==> src/rtl/qdr_pkg.sv <==
package qdr_pkg;
  localparam int BURST_LEN = 4;
  localparam int BEAT_W = $clog2(BURST_LEN);
  typedef logic [BEAT_W-1:0] beat_t;
  localparam beat_t LAST_BEAT = beat_t'(BURST_LEN - 1);
endpackage

==> src/rtl/qdr_burst_seq.sv <==
// Per-port start detection and beat sequencing. A start accepted on a
// command edge is parked for one command cycle, then launched; the launch
// edge carries beat 0 and the next three edges carry beats 1..3.
module qdr_burst_seq
  import qdr_pkg::*;
#(
  parameter int ADDR_W = 6
) (
  input  logic              clk,
  input  logic              rst,
  input  logic              k_rise,
  input  logic              sel_n,
  input  logic [ADDR_W-1:0] addr,
  output logic              start,
  output logic              op_v,
  output beat_t             op_beat,
  output logic [ADDR_W-1:0] op_addr
);
  logic              prev_start;
  logic              pend_v;
  logic [ADDR_W-1:0] pend_addr;
  logic              act_v;
  beat_t             act_beat;
  logic [ADDR_W-1:0] act_base;
  logic              launch;

  always_comb begin
    start   = k_rise && !sel_n && !prev_start;
    launch  = k_rise && pend_v;
    op_v    = launch || act_v;
    op_beat = launch ? '0 : act_beat;
    op_addr = launch ? pend_addr : act_base + ADDR_W'(act_beat);
  end

  always_ff @(posedge clk) begin
    if (rst) begin
      prev_start <= 1'b0;
      pend_v     <= 1'b0;
      pend_addr  <= '0;
      act_v      <= 1'b0;
      act_beat   <= '0;
      act_base   <= '0;
    end else begin
      if (k_rise) begin
        prev_start <= start;
        pend_v     <= start;
      end
      if (start) pend_addr <= addr;
      if (launch) begin
        act_v    <= 1'b1;
        act_base <= pend_addr;
        act_beat <= beat_t'(1);
      end else if (act_v) begin
        act_beat <= act_beat + beat_t'(1);
        if (act_beat == LAST_BEAT) act_v <= 1'b0;
      end
    end
  end
endmodule

==> src/rtl/qdr_lane_ram.sv <==
// One byte lane of storage, simple dual port, read-before-write.
module qdr_lane_ram #(
  parameter int ADDR_W = 6,
  parameter int LANE_W = 8
) (
  input  logic              clk,
  input  logic              we,
  input  logic [ADDR_W-1:0] waddr,
  input  logic [LANE_W-1:0] wdata,
  input  logic              re,
  input  logic [ADDR_W-1:0] raddr,
  output logic [LANE_W-1:0] rdata
);
  localparam int DEPTH = 1 << ADDR_W;

  logic [LANE_W-1:0] mem [DEPTH];

  always_ff @(posedge clk) begin
    if (we) mem[waddr] <= wdata;
    if (re) rdata <= mem[raddr];
  end
endmodule

==> src/rtl/qdr_rd_out.sv <==
// Output stage: aligns the valid flag with the RAM read latency and
// registers the beat, forcing zero while the port is released.
module qdr_rd_out #(
  parameter int DATA_W = 16
) (
  input  logic              clk,
  input  logic              rst,
  input  logic              rd_v,
  input  logic [DATA_W-1:0] rd_word,
  output logic [DATA_W-1:0] q,
  output logic              q_valid,
  output logic              q_oe
);
  logic v_s1;

  always_ff @(posedge clk) begin
    if (rst) begin
      v_s1    <= 1'b0;
      q       <= '0;
      q_valid <= 1'b0;
      q_oe    <= 1'b0;
    end else begin
      v_s1    <= rd_v;
      q       <= v_s1 ? rd_word : '0;
      q_valid <= v_s1;
      q_oe    <= v_s1;
    end
  end
endmodule

==> src/rtl/qdr_b4_sram.sv <==
module qdr_b4_sram
  import qdr_pkg::*;
#(
  parameter int ADDR_W = 6,
  parameter int DATA_W = 16,
  parameter int LANE_W = 8
) (
  input  logic                     clk,
  input  logic                     rst,
  input  logic                     k_rise,
  input  logic                     rd_sel_n,
  input  logic [ADDR_W-1:0]        rd_addr,
  input  logic                     wr_sel_n,
  input  logic [ADDR_W-1:0]        wr_addr,
  input  logic [DATA_W-1:0]        wr_data,
  input  logic [DATA_W/LANE_W-1:0] wr_be,
  output logic [DATA_W-1:0]        q,
  output logic                     q_valid,
  output logic                     q_oe
);
  localparam int LANES = DATA_W / LANE_W;

  logic              rd_start, rd_op_v;
  beat_t             rd_op_beat;
  logic [ADDR_W-1:0] rd_op_addr;
  logic              wr_start, wr_op_v;
  beat_t             wr_op_beat;
  logic [ADDR_W-1:0] wr_op_addr;
  logic [DATA_W-1:0] rd_word;

  qdr_burst_seq #(.ADDR_W(ADDR_W)) rd_seq_i (
    .clk(clk), .rst(rst), .k_rise(k_rise), .sel_n(rd_sel_n), .addr(rd_addr),
    .start(rd_start), .op_v(rd_op_v), .op_beat(rd_op_beat), .op_addr(rd_op_addr)
  );

  qdr_burst_seq #(.ADDR_W(ADDR_W)) wr_seq_i (
    .clk(clk), .rst(rst), .k_rise(k_rise), .sel_n(wr_sel_n), .addr(wr_addr),
    .start(wr_start), .op_v(wr_op_v), .op_beat(wr_op_beat), .op_addr(wr_op_addr)
  );

  for (genvar l = 0; l < LANES; l++) begin : g_lane
    qdr_lane_ram #(.ADDR_W(ADDR_W), .LANE_W(LANE_W)) ram_i (
      .clk(clk),
      .we(wr_op_v && wr_be[l]),
      .waddr(wr_op_addr),
      .wdata(wr_data[l*LANE_W +: LANE_W]),
      .re(rd_op_v),
      .raddr(rd_op_addr),
      .rdata(rd_word[l*LANE_W +: LANE_W])
    );
  end

  qdr_rd_out #(.DATA_W(DATA_W)) out_i (
    .clk(clk), .rst(rst), .rd_v(rd_op_v), .rd_word(rd_word),
    .q(q), .q_valid(q_valid), .q_oe(q_oe)
  );
endmodule

==> config.mk <==
export PLATFORM = sky130hd
export DESIGN_NAME = qdr_b4_sram
export DESIGN_NICKNAME = d
export VERILOG_FILES = /design/src/rtl/qdr_pkg.sv /design/src/rtl/qdr_burst_seq.sv /design/src/rtl/qdr_lane_ram.sv /design/src/rtl/qdr_rd_out.sv /design/src/rtl/qdr_b4_sram.sv
export SDC_FILE = /design/constraint.sdc
export NUM_CORES = 1
export LEC_CHECK = 0
export BUFFER_PORTS_ARGS = -buffer_cell sky130_fd_sc_hd__buf_2
export CORE_AREA = 2 2 270 272
export DETAILED_ROUTE_END_ITERATION = 8
export DIE_AREA = 0 0 272 274
export MAX_ROUTING_LAYER = met4
export PLACE_DENSITY = 0.76
export RECOVER_POWER = 100
export SLEW_MARGIN = 40
export SYNTH_ARGS = -nofsm -noshare
export SYNTH_HDL_FRONTEND = slang
export SYNTH_HIERARCHICAL = 1
export SYNTH_SLANG_ARGS = --single-unit
==> constraint.sdc <==
create_clock -name clk -period 10.5 [get_ports clk]
set_input_delay 1.575 -clock clk [delete_from_list [all_inputs] [get_ports clk]]
set_output_delay 1.575 -clock clk [all_outputs]
set_load 0.02 [all_outputs]
==> key figures <==
Layout
  • Most common cell after layout, fill and taps aside: edfxtp_1
  • Leading cell types in the layout, fill and taps excluded: 1040 x edfxtp_1, 252 x mux4_2, 186 x nor2_1
  • Cell Count, Final, Fillers Out: 3218
  • Nets@finish: 2213
  • Fraction of layout cells with a size suffix above 1: 0.218
  • Area Overhead vs Synth: 10.4%
  • Core Util, Final: 0.653

Min path
  • Min-delay worst type: flip-flop to flip-flop
  • HP Start: wr_seq_i/act_base[0]
  • Hold path depth: 2
  • WHS Endpoint: wr_seq_i/act_base[0]

Die
  • Core footprint: 72000 sq um
  • Io pins: 53
  • Die ar.: 74500 sq um
  • Starting density of the core: 0.592
  • Row cnt: 99
  • Die Y-Extent: 274 um
  • Die width: 272 um

Drt
  • Drt pass-1 iters: 5
  • WL final: 93700 um
  • Vias per inst: 6.55
  • Routed len/inst: 29.1 um
  • DR vias: 21100
  • DR iter-0 viols: 2877
  • ANT nets after route: 0
  • DRC errors left: 0

CTS
  • Clk sink count: 1090
  • Clk Latency, worst-skew pair: 0.66 ns
  • CTS Buf Count: 104
  • CTS H-tree lvls: 3
  • Post-CTS sizing: 0
  • Clock Pin Slew Worst Setup and Hold Paths: 0.06 ns
  • CTS Buffer Depth: 3
  • CTS Hold Bufs: 0
  • Clk Tree Root Cell: clkbuf_16
  • Setup Fix Bufs, Post-CTS: 0
  • CTS tree: built

Worst setup path
  • CP Max Fanout: 47
  • Setup crit start kind: input port
  • Crit end category: flip-flop
  • Crit Path Category: input port to flip-flop
  • Reg2Reg Setup Slack: 4.26 ns
  • RR Endpoint: g_lane[0].ram_i/rdata[3]
  • CP required: 10.87 ns
  • R2r startpoint: rd_seq_i/pend_v
  • R2R cell count: 10
  • WP data arrival: 7.61 ns

GRT
  • GRT Util Overall: 0.265
  • Total grt overflow: 0
  • Vias in the first global route: 21400
  • Largest net degree at the start of global routing: 107
  • Global-route wire length before repair: 140000 um
  • Antenna violations before repair: 1

STA
  • RSZ-0062 raised after global routing: no
  • Max frequency: 138 MHz
  • Final hold viol count: 0
  • Final cycle utilization of the critical path: 0.690
  • Endpoints failing setup: 0
  • Setup TNS: 0 ns
  • Worst-Margin Slew: 3.05 ns
  • Worst rel slew slack: -1.03
  • Final Critical Period: 7.24 ns
  • Pins over their slew limit: 1204
  • Fin Clk Skew: 0.0237 ns

Synth
  • YS warnings: 6
  • Mean post-synth cell area: 20.3 sq um
  • Syn_nets: 2142
  • Synthesized area: 42600 sq um
  • Post-Synthesis Cells: 2099

Place
  • Buffers on Ports: 52
  • Hpwl dp: 54400 um
  • Placed Cells: 3021
  • Placer congestion estimate: 0.841

Pwr
  • Total power: 8.91 mW
  • Total net switching power: 1.83 mW
  • Gate power share: 0.046
  • Switching share of power: 0.206
  • P_int: 7.08 mW
  • Power per cell area: 190 nW/um^2
  • Clock Power Share: 0.417
  • Max VDD drop: 0.151 mV
  • Flop pwr share: 0.537
  • Leak: 14.1 nW

Outcome
  • Violated checks: max-capacitance violations, max-slew violations
  • Status: finished with violations

Run
  • Max-cap viol count: 23
worst max-delay path, cell delays in order:
cell      delay [ns]
clkbuf_1        0.28
and2_0          0.53
or4_1           0.63
o211ai_4        0.10
buf_4           0.56
clkbuf_1        2.06
nand3_1         0.93
o221ai_1        0.44
a21oi_1         0.06
o21ai_0         0.19
o41ai_1         0.23
final cells by class:
class	count	area, sq um
clock inverter	80	769
clock buffer	112	2650
inverter	10	37.5
fill	4552	25000
sequential	1090	32200
tap	959	1200
multi-input combinational	884	9630
antenna	3	7.51
timing repair buffer	80	479
power by group through the flow:
stage | Combinational (mW) | Clock, mW | Sequential [mW]
floorplan | 0.278 | 0 | 4.87
global placement | 0.393 | 0 | 4.87
detailed placement | 0.410 | 0 | 4.87
CTS | 0.413 | 3.76 | 4.78
global route | 0.434 | 3.93 | 4.79
finish | 0.406 | 3.72 | 4.79
state kept, by name, summed over array words and instances, names as in the netlist, 2 cells and up:
register	flops
out_i/q	16
rd_seq_i/act_base	6
g_lane.ram_i/mem	1024
wr_seq_i/pend_addr	6
rd_seq_i/act_beat	2
g_lane.ram_i/rdata	16
wr_seq_i/act_base	6
wr_seq_i/act_beat	2
rd_seq_i/pend_addr	6
layer usage:
layer / GRT usage / up-vias / share of wire
met3: 0.0358 / 201 / 0.077
li1: - / 8756 / -
met1: 0.343 / 11000 / 0.37
met2: 0.433 / 1120 / 0.51
met4: 0.104 / 0 / 0.038
met5: - / - / 0
per-stage QoR:
step,worst slack [ns],area (sq um),hold slack (ns)
2_1_floorplan,6.37,42600,0.440
4_1_cts,5.09,47300,0.472
6_report,3.26,47000,0.473
5_1_grt,2.88,47000,0.491
3_3_place_gp,4.45,43600,0.451
3_5_place_dp,4.35,43800,0.462
worst max path at each step:
stage / startpoint / end / slack [ns] / cells after the start
after floorplan: k_rise / g_lane[0].ram_i/rdata[0] / 6.37 / 9
after global routing: k_rise / g_lane[0].ram_i/rdata[3] / 2.88 / 11
final: k_rise / g_lane[0].ram_i/rdata[3] / 3.26 / 11
after global placement: k_rise / g_lane[1].ram_i/rdata[7] / 4.45 / 10
after CTS: k_rise / g_lane[1].ram_i/rdata[7] / 5.09 / 10
after detailed placement: k_rise / g_lane[1].ram_i/rdata[7] / 4.35 / 10
Power figures use the tool's default switching activity.
